$ cat src/rtl/f2i_pkg.sv
// Shared types for the float-to-integer converter.
// Assumes the 2-bit rounding-mode encoding given in the brief.
package f2i_pkg;
    typedef enum logic [1:0] {
        RM_NEAR = 2'b00,
        RM_DOWN = 2'b01,
        RM_UP   = 2'b10,
        RM_ZERO = 2'b11
    } rmode_e;
endpackage

$ cat src/rtl/f2i_unpack.sv
// Splits a binary floating-point word into sign, effective exponent and
// significand. It also flags NaN/infinity and the one exact value equal to
// the most negative integer.
// Assumes IEEE layout: sign on top, then the exponent, then the fraction.
module f2i_unpack #(
    parameter int EXP_W  = 8,
    parameter int FRAC_W = 23,
    parameter int INT_W  = 32
) (
    input  logic [EXP_W+FRAC_W:0] fbits,
    output logic                  sign,
    output logic [EXP_W-1:0]      exp_eff,
    output logic [FRAC_W:0]       sig,
    output logic                  special,
    output logic                  min_exact
);
    localparam int BIAS = (1 << (EXP_W-1)) - 1;
    localparam logic [EXP_W-1:0] MIN_EXP = EXP_W'(BIAS + INT_W - 1);

    logic [EXP_W-1:0]  exp_raw;
    logic [FRAC_W-1:0] frac;

    // Field extraction, hidden-bit insertion and classification.
    always_comb begin
        sign      = fbits[EXP_W+FRAC_W];
        exp_raw   = fbits[EXP_W+FRAC_W-1 -: EXP_W];
        frac      = fbits[FRAC_W-1:0];
        exp_eff   = (exp_raw == '0) ? EXP_W'(1) : exp_raw;
        sig       = {(exp_raw != '0), frac};
        special   = &exp_raw;
        min_exact = sign && (exp_raw == MIN_EXP) && (frac == '0);
    end
endmodule

$ cat src/rtl/f2i_shift_round.sv
// Aligns the significand to the integer binary point and rounds the
// magnitude in the requested mode.
// Right shifts keep guard and sticky bits. Left shifts are exact. Exponents
// whose value could not fit the integer are reported as 'huge', and no
// magnitude is produced for them.
module f2i_shift_round #(
    parameter int EXP_W  = 8,
    parameter int FRAC_W = 23,
    parameter int INT_W  = 32
) (
    input  logic                sign,
    input  logic [EXP_W-1:0]    exp_eff,
    input  logic [FRAC_W:0]     sig,
    input  f2i_pkg::rmode_e     rm,
    output logic [INT_W-1:0]    mag,
    output logic                huge
);
    import f2i_pkg::*;

    localparam int EW1  = EXP_W + 1;
    localparam int BIAS = (1 << (EXP_W-1)) - 1;
    localparam int SW   = 2*FRAC_W + 4;
    localparam logic [EW1-1:0] BIG_E  = EW1'(BIAS + INT_W - 1);
    localparam logic [EW1-1:0] PT_E   = EW1'(BIAS + FRAC_W);
    localparam logic [EW1-1:0] RS_CAP = EW1'(FRAC_W + 3);

    logic [EW1-1:0]   e_x;
    logic [EW1-1:0]   rs;
    logic [SW-1:0]    vec;
    logic [INT_W-1:0] base;
    logic             guard;
    logic             sticky;
    logic             inc;

    // Alignment: exact left shift, or right shift into guard and sticky.
    always_comb begin
        e_x    = {1'b0, exp_eff};
        huge   = (e_x >= BIG_E);
        rs     = '0;
        vec    = '0;
        base   = '0;
        guard  = 1'b0;
        sticky = 1'b0;
        if (!huge && e_x >= PT_E) begin
            base = INT_W'(sig) << (e_x - PT_E);
        end else if (!huge) begin
            rs = PT_E - e_x;
            if (rs > RS_CAP) rs = RS_CAP;
            vec    = {sig, {(FRAC_W+3){1'b0}}} >> rs;
            base   = INT_W'(vec[SW-1 -: FRAC_W+1]);
            guard  = vec[FRAC_W+2];
            sticky = |vec[FRAC_W+1:0];
        end
    end

    // Increment decision for the selected rounding mode.
    always_comb begin
        unique case (rm)
            RM_NEAR: inc = guard && (sticky || base[0]);
            RM_DOWN: inc = sign && (guard || sticky);
            RM_UP:   inc = !sign && (guard || sticky);
            default: inc = 1'b0;
        endcase
        mag = base + INT_W'(inc);
    end
endmodule

$ cat src/rtl/f2i_result.sv
// Range test on the rounded magnitude and two's-complement sign
// application. Every invalid case collapses to the indefinite value.
// Assumes the magnitude has already been rounded.
module f2i_result #(
    parameter int INT_W = 32
) (
    input  logic             sign,
    input  logic             special,
    input  logic             huge,
    input  logic             min_exact,
    input  logic [INT_W-1:0] mag,
    output logic             invalid,
    output logic [INT_W-1:0] value
);
    localparam logic [INT_W-1:0] INDEF = {1'b1, {(INT_W-1){1'b0}}};
    localparam logic [INT_W-1:0] MAXP  = {1'b0, {(INT_W-1){1'b1}}};

    logic over;

    // Signed range limits and final value selection.
    always_comb begin
        over    = sign ? (mag > INDEF) : (mag > MAXP);
        invalid = special || (huge && !min_exact) || (!huge && over);
        if (invalid || min_exact) value = INDEF;
        else if (sign)            value = -mag;
        else                      value = mag;
    end
endmodule

$ cat src/rtl/f2i_conv.sv
// Top level: converts a floating-point operand to a signed integer with one
// clock of latency.
// A masked invalid writes the indefinite value. An unmasked invalid
// suppresses the write, holds out_data and raises a trap request.
// Assumes in_valid is a single-cycle strobe per operand.
module f2i_conv #(
    parameter int EXP_W  = 8,
    parameter int FRAC_W = 23,
    parameter int INT_W  = 32
) (
    input  logic                     clk,
    input  logic                     rst_n,
    input  logic                     in_valid,
    input  logic [EXP_W+FRAC_W:0]    in_data,
    input  logic                     trunc_sel,
    input  logic [1:0]               rmode,
    input  logic                     inv_mask,
    output logic                     out_done,
    output logic                     out_we,
    output logic [INT_W-1:0]         out_data,
    output logic                     out_inv,
    output logic                     out_trap
);
    import f2i_pkg::*;

    logic             sign;
    logic [EXP_W-1:0] exp_eff;
    logic [FRAC_W:0]  sig;
    logic             special;
    logic             min_exact;
    logic [INT_W-1:0] mag;
    logic             huge;
    logic             invalid;
    logic [INT_W-1:0] value;
    rmode_e           rm_eff;
    logic             trap_now;

    // The truncating flavour overrides the programmed rounding mode.
    always_comb begin
        rm_eff   = trunc_sel ? RM_ZERO : rmode_e'(rmode);
        trap_now = invalid && !inv_mask;
    end

    f2i_unpack #(.EXP_W(EXP_W), .FRAC_W(FRAC_W), .INT_W(INT_W)) u_unpack (
        .fbits(in_data), .sign(sign), .exp_eff(exp_eff), .sig(sig),
        .special(special), .min_exact(min_exact)
    );

    f2i_shift_round #(.EXP_W(EXP_W), .FRAC_W(FRAC_W), .INT_W(INT_W)) u_round (
        .sign(sign), .exp_eff(exp_eff), .sig(sig), .rm(rm_eff),
        .mag(mag), .huge(huge)
    );

    f2i_result #(.INT_W(INT_W)) u_result (
        .sign(sign), .special(special), .huge(huge), .min_exact(min_exact),
        .mag(mag), .invalid(invalid), .value(value)
    );

    // Output register stage: strobes, flags and the held destination.
    always_ff @(posedge clk) begin
        if (!rst_n) begin
            out_done <= 1'b0;
            out_we   <= 1'b0;
            out_inv  <= 1'b0;
            out_trap <= 1'b0;
            out_data <= '0;
        end else begin
            out_done <= in_valid;
            out_we   <= in_valid && !trap_now;
            out_inv  <= in_valid && invalid;
            out_trap <= in_valid && trap_now;
            if (in_valid && !trap_now) out_data <= value;
        end
    end
endmodule

$ cat config.mk
export PLATFORM = sky130hd
export DESIGN_NAME = f2i_conv
export DESIGN_NICKNAME = d
export VERILOG_FILES = /design/src/rtl/f2i_pkg.sv /design/src/rtl/f2i_unpack.sv /design/src/rtl/f2i_shift_round.sv /design/src/rtl/f2i_result.sv /design/src/rtl/f2i_conv.sv
export SDC_FILE = /design/constraint.sdc
export NUM_CORES = 1
export LEC_CHECK = 0
export ABC_AREA = 1
export BUFFER_PORTS_ARGS = -buffer_cell sky130_fd_sc_hd__buf_2
export CAP_MARGIN = 5
export CORE_MARGIN = 5
export CORE_UTILIZATION = 42
export CTS_BUF_LIST = sky130_fd_sc_hd__clkbuf_2 sky130_fd_sc_hd__clkbuf_4 sky130_fd_sc_hd__clkbuf_8
export DETAILED_ROUTE_END_ITERATION = 8
export REMOVE_ABC_BUFFERS = 1
export SETUP_SLACK_MARGIN = 0.2
export SLEW_MARGIN = 20
export SYNTH_ARGS = -nofsm -noshare
export SYNTH_HDL_FRONTEND = slang
export SYNTH_HIERARCHICAL = 1
export SYNTH_SLANG_ARGS = --single-unit
$ cat constraint.sdc
create_clock -name clk -period 8 [get_ports clk]
set_input_delay 0.4 -clock clk [delete_from_list [all_inputs] [get_ports clk]]
set_output_delay 0.4 -clock clk [all_outputs]
set_load 0.02 [all_outputs]
==> run metrics, run 1 <==
status complete, no violations; core box area approximately 0.019 mm2; number of synthesized flops with an enable pin 0; pin count of the biggest net entering global routing 66; layout cell share with drive strength beyond 1 0.127; Fmax achieved 141 MHz; most frequent cells in the layout 404 x nand2_1, 352 x nand3_1, 178 x nor2_1; setup TNS 0 ns; root buf cell clkbuf_8; Longest Clk Path Bufs 2; wire per inst 15.2 um; Post-Syn Area 0.00785 mm2; Max VDD drop 0.0514 mV; Fin. Hold Viols 0; Final Setup Violations 0; P&R area growth vs syn 2.63%; Worst Path Max Fanout 64; Hold WC Path Type primary input to flip-flop; commonest non-fill, non-tap cell in the layout nand2_1; Pleak 4.04 nW; Ports 75; Initial Util 0.423; antenna violations before repair 0; routability cong. 1.01; first-pass GRT wire length 42.6 mm; Overflow after GRT 0; fillers 2117; drt pass-1 iters 6; min Tclk post-route 7.09 ns; clk slew on worst S/H paths 0.07 ns; CP startpoint kind primary input; vias in the first global route between 8000 and 9000; Inserted Clock Buffers 5; Slew headroom 0.285; Tot Pwr 0.878 mW; CP Class primary input to flip-flop; die area 0.0215 mm2; YS warnings 6; Clock Skew 0 ns; hpwl dp 20.5 mm; crit-path most repeated cell nand2_1; standard-cell rows 50; period utilisation layout 0.886; Chip Width 147 um; Primary FF master, synth dfxtp_1; number of post-CTS setup repair buffers 0; unrepaired setup endpoints after global routing no; Worst path max stage delay 0.37 ns; nets 1549; height of the die approximately 150 um; Power Dens Cells 109 mW/mm2; Resized Gates After CTS 0; syn_area_per_cell roughly 5.2 um2; Max Cap Viol 0; H-tree depth 2; Worst Tran Pin Value 1.07 ns; Critical Path RT 8.19 ns; post-route ant nets 0; clock latency on the worst-skew pair 0.28 ns; #FFs+latches synth 36; # DRC 0; Final Max Tran Viols 0; CP endpoint kind flip-flop; TritonCTS clock tree built; Post-synth ARST share 0; Global Route Usage Sum 0.235; clock sinks 36; crit path DAT 7.28 ns; Crit-path slowest cell ha_1; via count 9557; Via-to-Cell Ratio 5.51; Netlist cell types 40; Diodes inserted 0; Hold-fix buffers, CTS 0; Post-Route WL 26.3 mm; IO Port Bufs 74; register area share after synthesis 0.0918; initial drt markers 1359; Cells after Synth 1513
==> metal layers <==
layer / up-vias / track usage / part of all wire / routed length (um)
met5: - / 0 / 0 / 0
met4: 0 / 0.0536 / 0.023 / 592
met3: 44 / 0.0441 / 0.090 / 2350
met2: 447 / 0.363 / 0.43 / 11300
met1: 4171 / 0.338 / 0.46 / 12000
li1: 4895 / - / - / -
==> worst paths after layout <==
check,start,to,slack (ns),depth (start not counted)
worst max-delay path,in_data[24],out_data[26]$_SDFFE_PN0P_,0.91,43
worst max register to register,out_data[18]$_SDFFE_PN0P_,out_data[18]$_SDFFE_PN0P_,7.39,2
worst min register to register,out_data[2]$_SDFFE_PN0P_,out_data[2]$_SDFFE_PN0P_,0.47,2
worst min-delay path,inv_mask,out_trap$_SDFF_PN0_,0.29,2
==> kinds of logic after synthesis <==
| kind of cell | synth area share |
|---|---|
| and+or+nand+nor | 0.630 |
| adders and majority gates | 0.0175 |
| buffers and inverters | 0.155 |
| xor gates and xnor gates | 0.0368 |
| AOI/OAI and AO/OA | 0.0693 |
| DFF | 0.0918 |
==> power by group <==
part / leakage, nW / internal [mW] / switching (mW)
clock network: 0.0445 / 0.0626 / 0.0650
logic: 3.70 / 0.174 / 0.375
registers: 0.297 / 0.195 / 0.00658
==> state kept, by name (all words and copies together) (netlist names) <==
signal	cells
out_done	1
out_inv	1
out_data	32
out_trap	1
out_we	1
==> synth_stat cells (3+ instances only) <==
| cell type | count | share of area |
|---|---|---|
| buf_6 | 13 | 0.019 |
| ha_1 | 11 | 0.018 |
| nand2_1 | 404 | 0.19 |
| nor2_2 | 26 | 0.021 |
| xnor2_1 | 14 | 0.016 |
| clkbuf_1 | 27 | 0.013 |
| inv_1 | 127 | 0.061 |
| nor2_1 | 178 | 0.085 |
| nand3_2 | 5 | 0.0064 |
| nand3_1 | 352 | 0.22 |
| xor2_1 | 19 | 0.021 |
| nor2_4 | 11 | 0.016 |
| dfxtp_1 | 36 | 0.092 |
| o21ai_0 | 18 | 0.011 |
| nand2_2 | 30 | 0.024 |
| o31ai_1 | 3 | 0.0029 |
| clkinv_1 | 8 | 0.0038 |
| o2111ai_1 | 3 | 0.0033 |
| o21ai_1 | 10 | 0.0064 |
| buf_1 | 5 | 0.0024 |
| nor3_1 | 5 | 0.0032 |
| a21oi_1 | 54 | 0.034 |
| buf_4 | 29 | 0.028 |
| nand3b_1 | 4 | 0.0038 |
| inv_2 | 17 | 0.0081 |
| buf_2 | 32 | 0.020 |
| nand4_1 | 55 | 0.044 |
==> per-stage QoR <==
stage / hold slack (ns) / setup slack [ns] / util / instance area (um2) / std cells
finish: 0.291 / 0.909 / 0.434 / 8060 / 1733
global route: 0.280 / 0.222 / 0.434 / 8060 / 1733
CTS: 0.280 / 0.776 / 0.433 / 8040 / 1733
detailed placement: 0.464 / 0.494 / 0.428 / 7960 / 1726
global placement: 0.456 / 0.738 / 0.428 / 7960 / 1726
floorplan: 0.479 / 0.733 / - / 7210 / 1407
==> critical path: cells and delay by family <==
kind	cells	cell delay, ns
simple gates	29	3.67
buf+inv	7	1.44
fa+ha+maj	3	0.99
compound gates	3	0.50
xor+xnor	1	0.19
==> final cells by class <==
class / instances / area [um2] / share of cell area
Multi-Input combinational cell: 1219 / 5940 / 0.737
Sequential cell: 36 / 721 / 0.0894
Inverter: 152 / 571 / 0.0708
Timing Repair Buffer: 85 / 453 / 0.0562
Tap cell: 234 / 293 / 0.0363
Clock buffer: 6 / 76.3 / 0.00947
Clock inverter: 1 / 5.00 / 0.000621
Power figures use the tool's default switching activity.
==> inputs of run 2 (changes only) <==
--- a/config.mk
+++ b/config.mk
@@ -7,11 +7,11 @@
 export LEC_CHECK = 0
 export ABC_AREA = 1
 export BUFFER_PORTS_ARGS = -buffer_cell sky130_fd_sc_hd__buf_2
-export CAP_MARGIN = 5
 export CORE_MARGIN = 5
 export CORE_UTILIZATION = 42
 export CTS_BUF_LIST = sky130_fd_sc_hd__clkbuf_2 sky130_fd_sc_hd__clkbuf_4 sky130_fd_sc_hd__clkbuf_8
 export DETAILED_ROUTE_END_ITERATION = 8
+export MAX_ROUTING_LAYER = met4
 export REMOVE_ABC_BUFFERS = 1
 export SETUP_SLACK_MARGIN = 0.2
 export SLEW_MARGIN = 20
==> run 2 against run 1 <==
Effect of this change: die area did not move; hold slack got worse by 0.0097 ns; non-clock buffer count rose by 1; clock power rose by 40%; core utilization rose by 0.35 points; design area rose by 0.81%; routed wire length rose by 2.4%; first-iteration DRC count fell by 17%; worst setup slack improved by 0.14 ns; critical endpoint is now out_data[31]$_SDFFE_PN0P_.
==> run metrics, run 2 (synthesis results as in run 1) <==
status complete, no violations; root buf cell clkbuf_8; pin count of the biggest net entering global routing 66; Slew headroom 0.469; Switching Share 0.486; period utilisation layout 0.868; routability cong. around 1.0; P_int 0.480 mW; P&R area growth vs syn 3.46%; worst setup path startpoint in_data[24]; vias in the first global route 8482; height of the die 147 um; standard-cell rows 50; Diodes inserted 0; CP Class primary input to flip-flop; initial drt markers around 1100; setup TNS 0 ns; Max Cap Viol 0; min Tclk post-route between 6 and 7 ns; crit path DAT 7.14 ns; Tot Pwr 0.933 mW; post-route setup slack 1.05 ns; Final Cell Area between 0.008 and 0.009 mm2; nets 1550; IO Port Bufs 74; Hold WC Path Type primary input to flip-flop; Clock Skew 0 ns; H-tree depth 2; Global Route Usage Sum 0.249; wire per inst about 16 um; most frequent cells in the layout 404 x nand2_1, 352 x nand3_1, 178 x nor2_1; commonest non-fill, non-tap cell in the layout nand2_1; Final Setup Violations 0; sequential share of power 0.216; clk slew on worst S/H paths 0.07 ns; hpwl dp 20.9 mm; Worst path max stage delay 0.47 ns; Fmax achieved 144 MHz; number of post-CTS setup repair buffers 0; post-route ant nets 0; clock latency on the worst-skew pair 0.29 ns; CP endpoint kind flip-flop; core box area between 0.015 and 0.02 mm2; Max VDD drop 0.0648 mV; Post-Route WL 26.9 mm; CP startpoint kind primary input; Inserted Clock Buffers 5; Overflow after GRT 0; Via-to-Cell Ratio around 5.5; Worst Tran Pin Value 0.796 ns; Critical Path RT 8.19 ns; Crit-path slowest cell inv_2; Post-DP Area 0.00796 mm2; unrepaired setup endpoints after global routing no; crit-path most repeated cell nand2_1; TritonCTS clock tree built; Initial Util 0.423; clock sinks 36; Clock power frac 0.192; Final Max Tran Viols 0; via count 9539; antenna violations before repair 0; Largest Register out_data; Chip Width approximately 150 um; Crit Reg-Reg Startpoint out_data[21]$_SDFFE_PN0P_; Hold Crit Start inv_mask; Power Dens Cells around 110 mW/mm2; layout cell share with drive strength beyond 1 0.128; Longest Clk Path Bufs 2; Worst Path Max Fanout 64; # DRC 0; Post-Place Worst Slack 0.456 ns; flip-flop count of the largest register after layout 32; drt pass-1 iters 7; Fin. Hold Viols 0; Ports 75; first-pass GRT wire length ~44 mm; Pleak 4.07 nW; die area 0.0215 mm2; P_sw about 0.45 mW; Combinational Power Share 0.592
[run 2: changes by cell type in the layout (fill, tap and decap cells not counted)]
cell,before,now
clkbuf_8,5,7
clkinv_2,1,0
buf_12,0,1
clkbuf_4,1,0
bufinv_16,0,1
[run 2: metrics by stage]
step                utilization  cells  hold WS (ns)
floorplan                     -   1407         0.479
global route              0.437   1735         0.280
CTS                       0.435   1734         0.268
finish                    0.437   1735         0.282
global placement          0.428   1726         0.457
detailed placement        0.428   1726         0.463
[run 2: layer usage]
| metal | vias to the layer above | track usage | share of wire |
|---|---|---|---|
| li1 | 4885 | - | - |
| met3 | 29 | 0.0321 | 0.073 |
| met1 | 4237 | 0.349 | 0.47 |
| met2 | 388 | 0.384 | 0.45 |
| met5 | - | - | 0 |
| met4 | 0 | 0.0536 | 0.016 |
[run 2: power by group through the flow]
| stage | clock [mW] | combinational, mW | sequential (mW) |
|---|---|---|---|
| floorplan | 0 | 0.373 | 0.225 |
| global placement | 0 | 0.538 | 0.205 |
| detailed placement | 0 | 0.540 | 0.205 |
| CTS | 0.186 | 0.543 | 0.201 |
| global route | 0.195 | 0.619 | 0.204 |
| finish | 0.179 | 0.553 | 0.201 |
[run 2: path summary, 6_finish.rpt]
| check | end | cells past startpoint | slack (ns) |
|---|---|---|---|
| max | out_data[31]$_SDFFE_PN0P_ | 46 | 1.05 |
| min | out_trap$_SDFF_PN0_ | 2 | 0.28 |
| max reg2reg | out_data[21]$_SDFFE_PN0P_ | 2 | 7.40 |
| min reg2reg | out_data[25]$_SDFFE_PN0P_ | 2 | 0.48 |
[run 2: cell type report]
type,count,area [um2]
clock buffers,7,96.3
clock inverters,1,30.0
fillers,2106,10500
inverters,152,571
multi-input cells,1219,5940
flip-flops and latches,36,721
well taps,234,293
repair buffers,86,473
[run 2: worst max-delay path, delay by kind of cell]
family                     cells  cell delay, ns
buffers and inverters         10            1.86
adders and majority gates      2            0.57
AOI/OAI and AO/OA              2            0.35
and+or+nand+nor               32            3.85
[run 2: repair_timing]
item,in CTS,in global routing
hold buffers,0,0
endpoints found under the setup margin,0,32
resized for setup,0,3
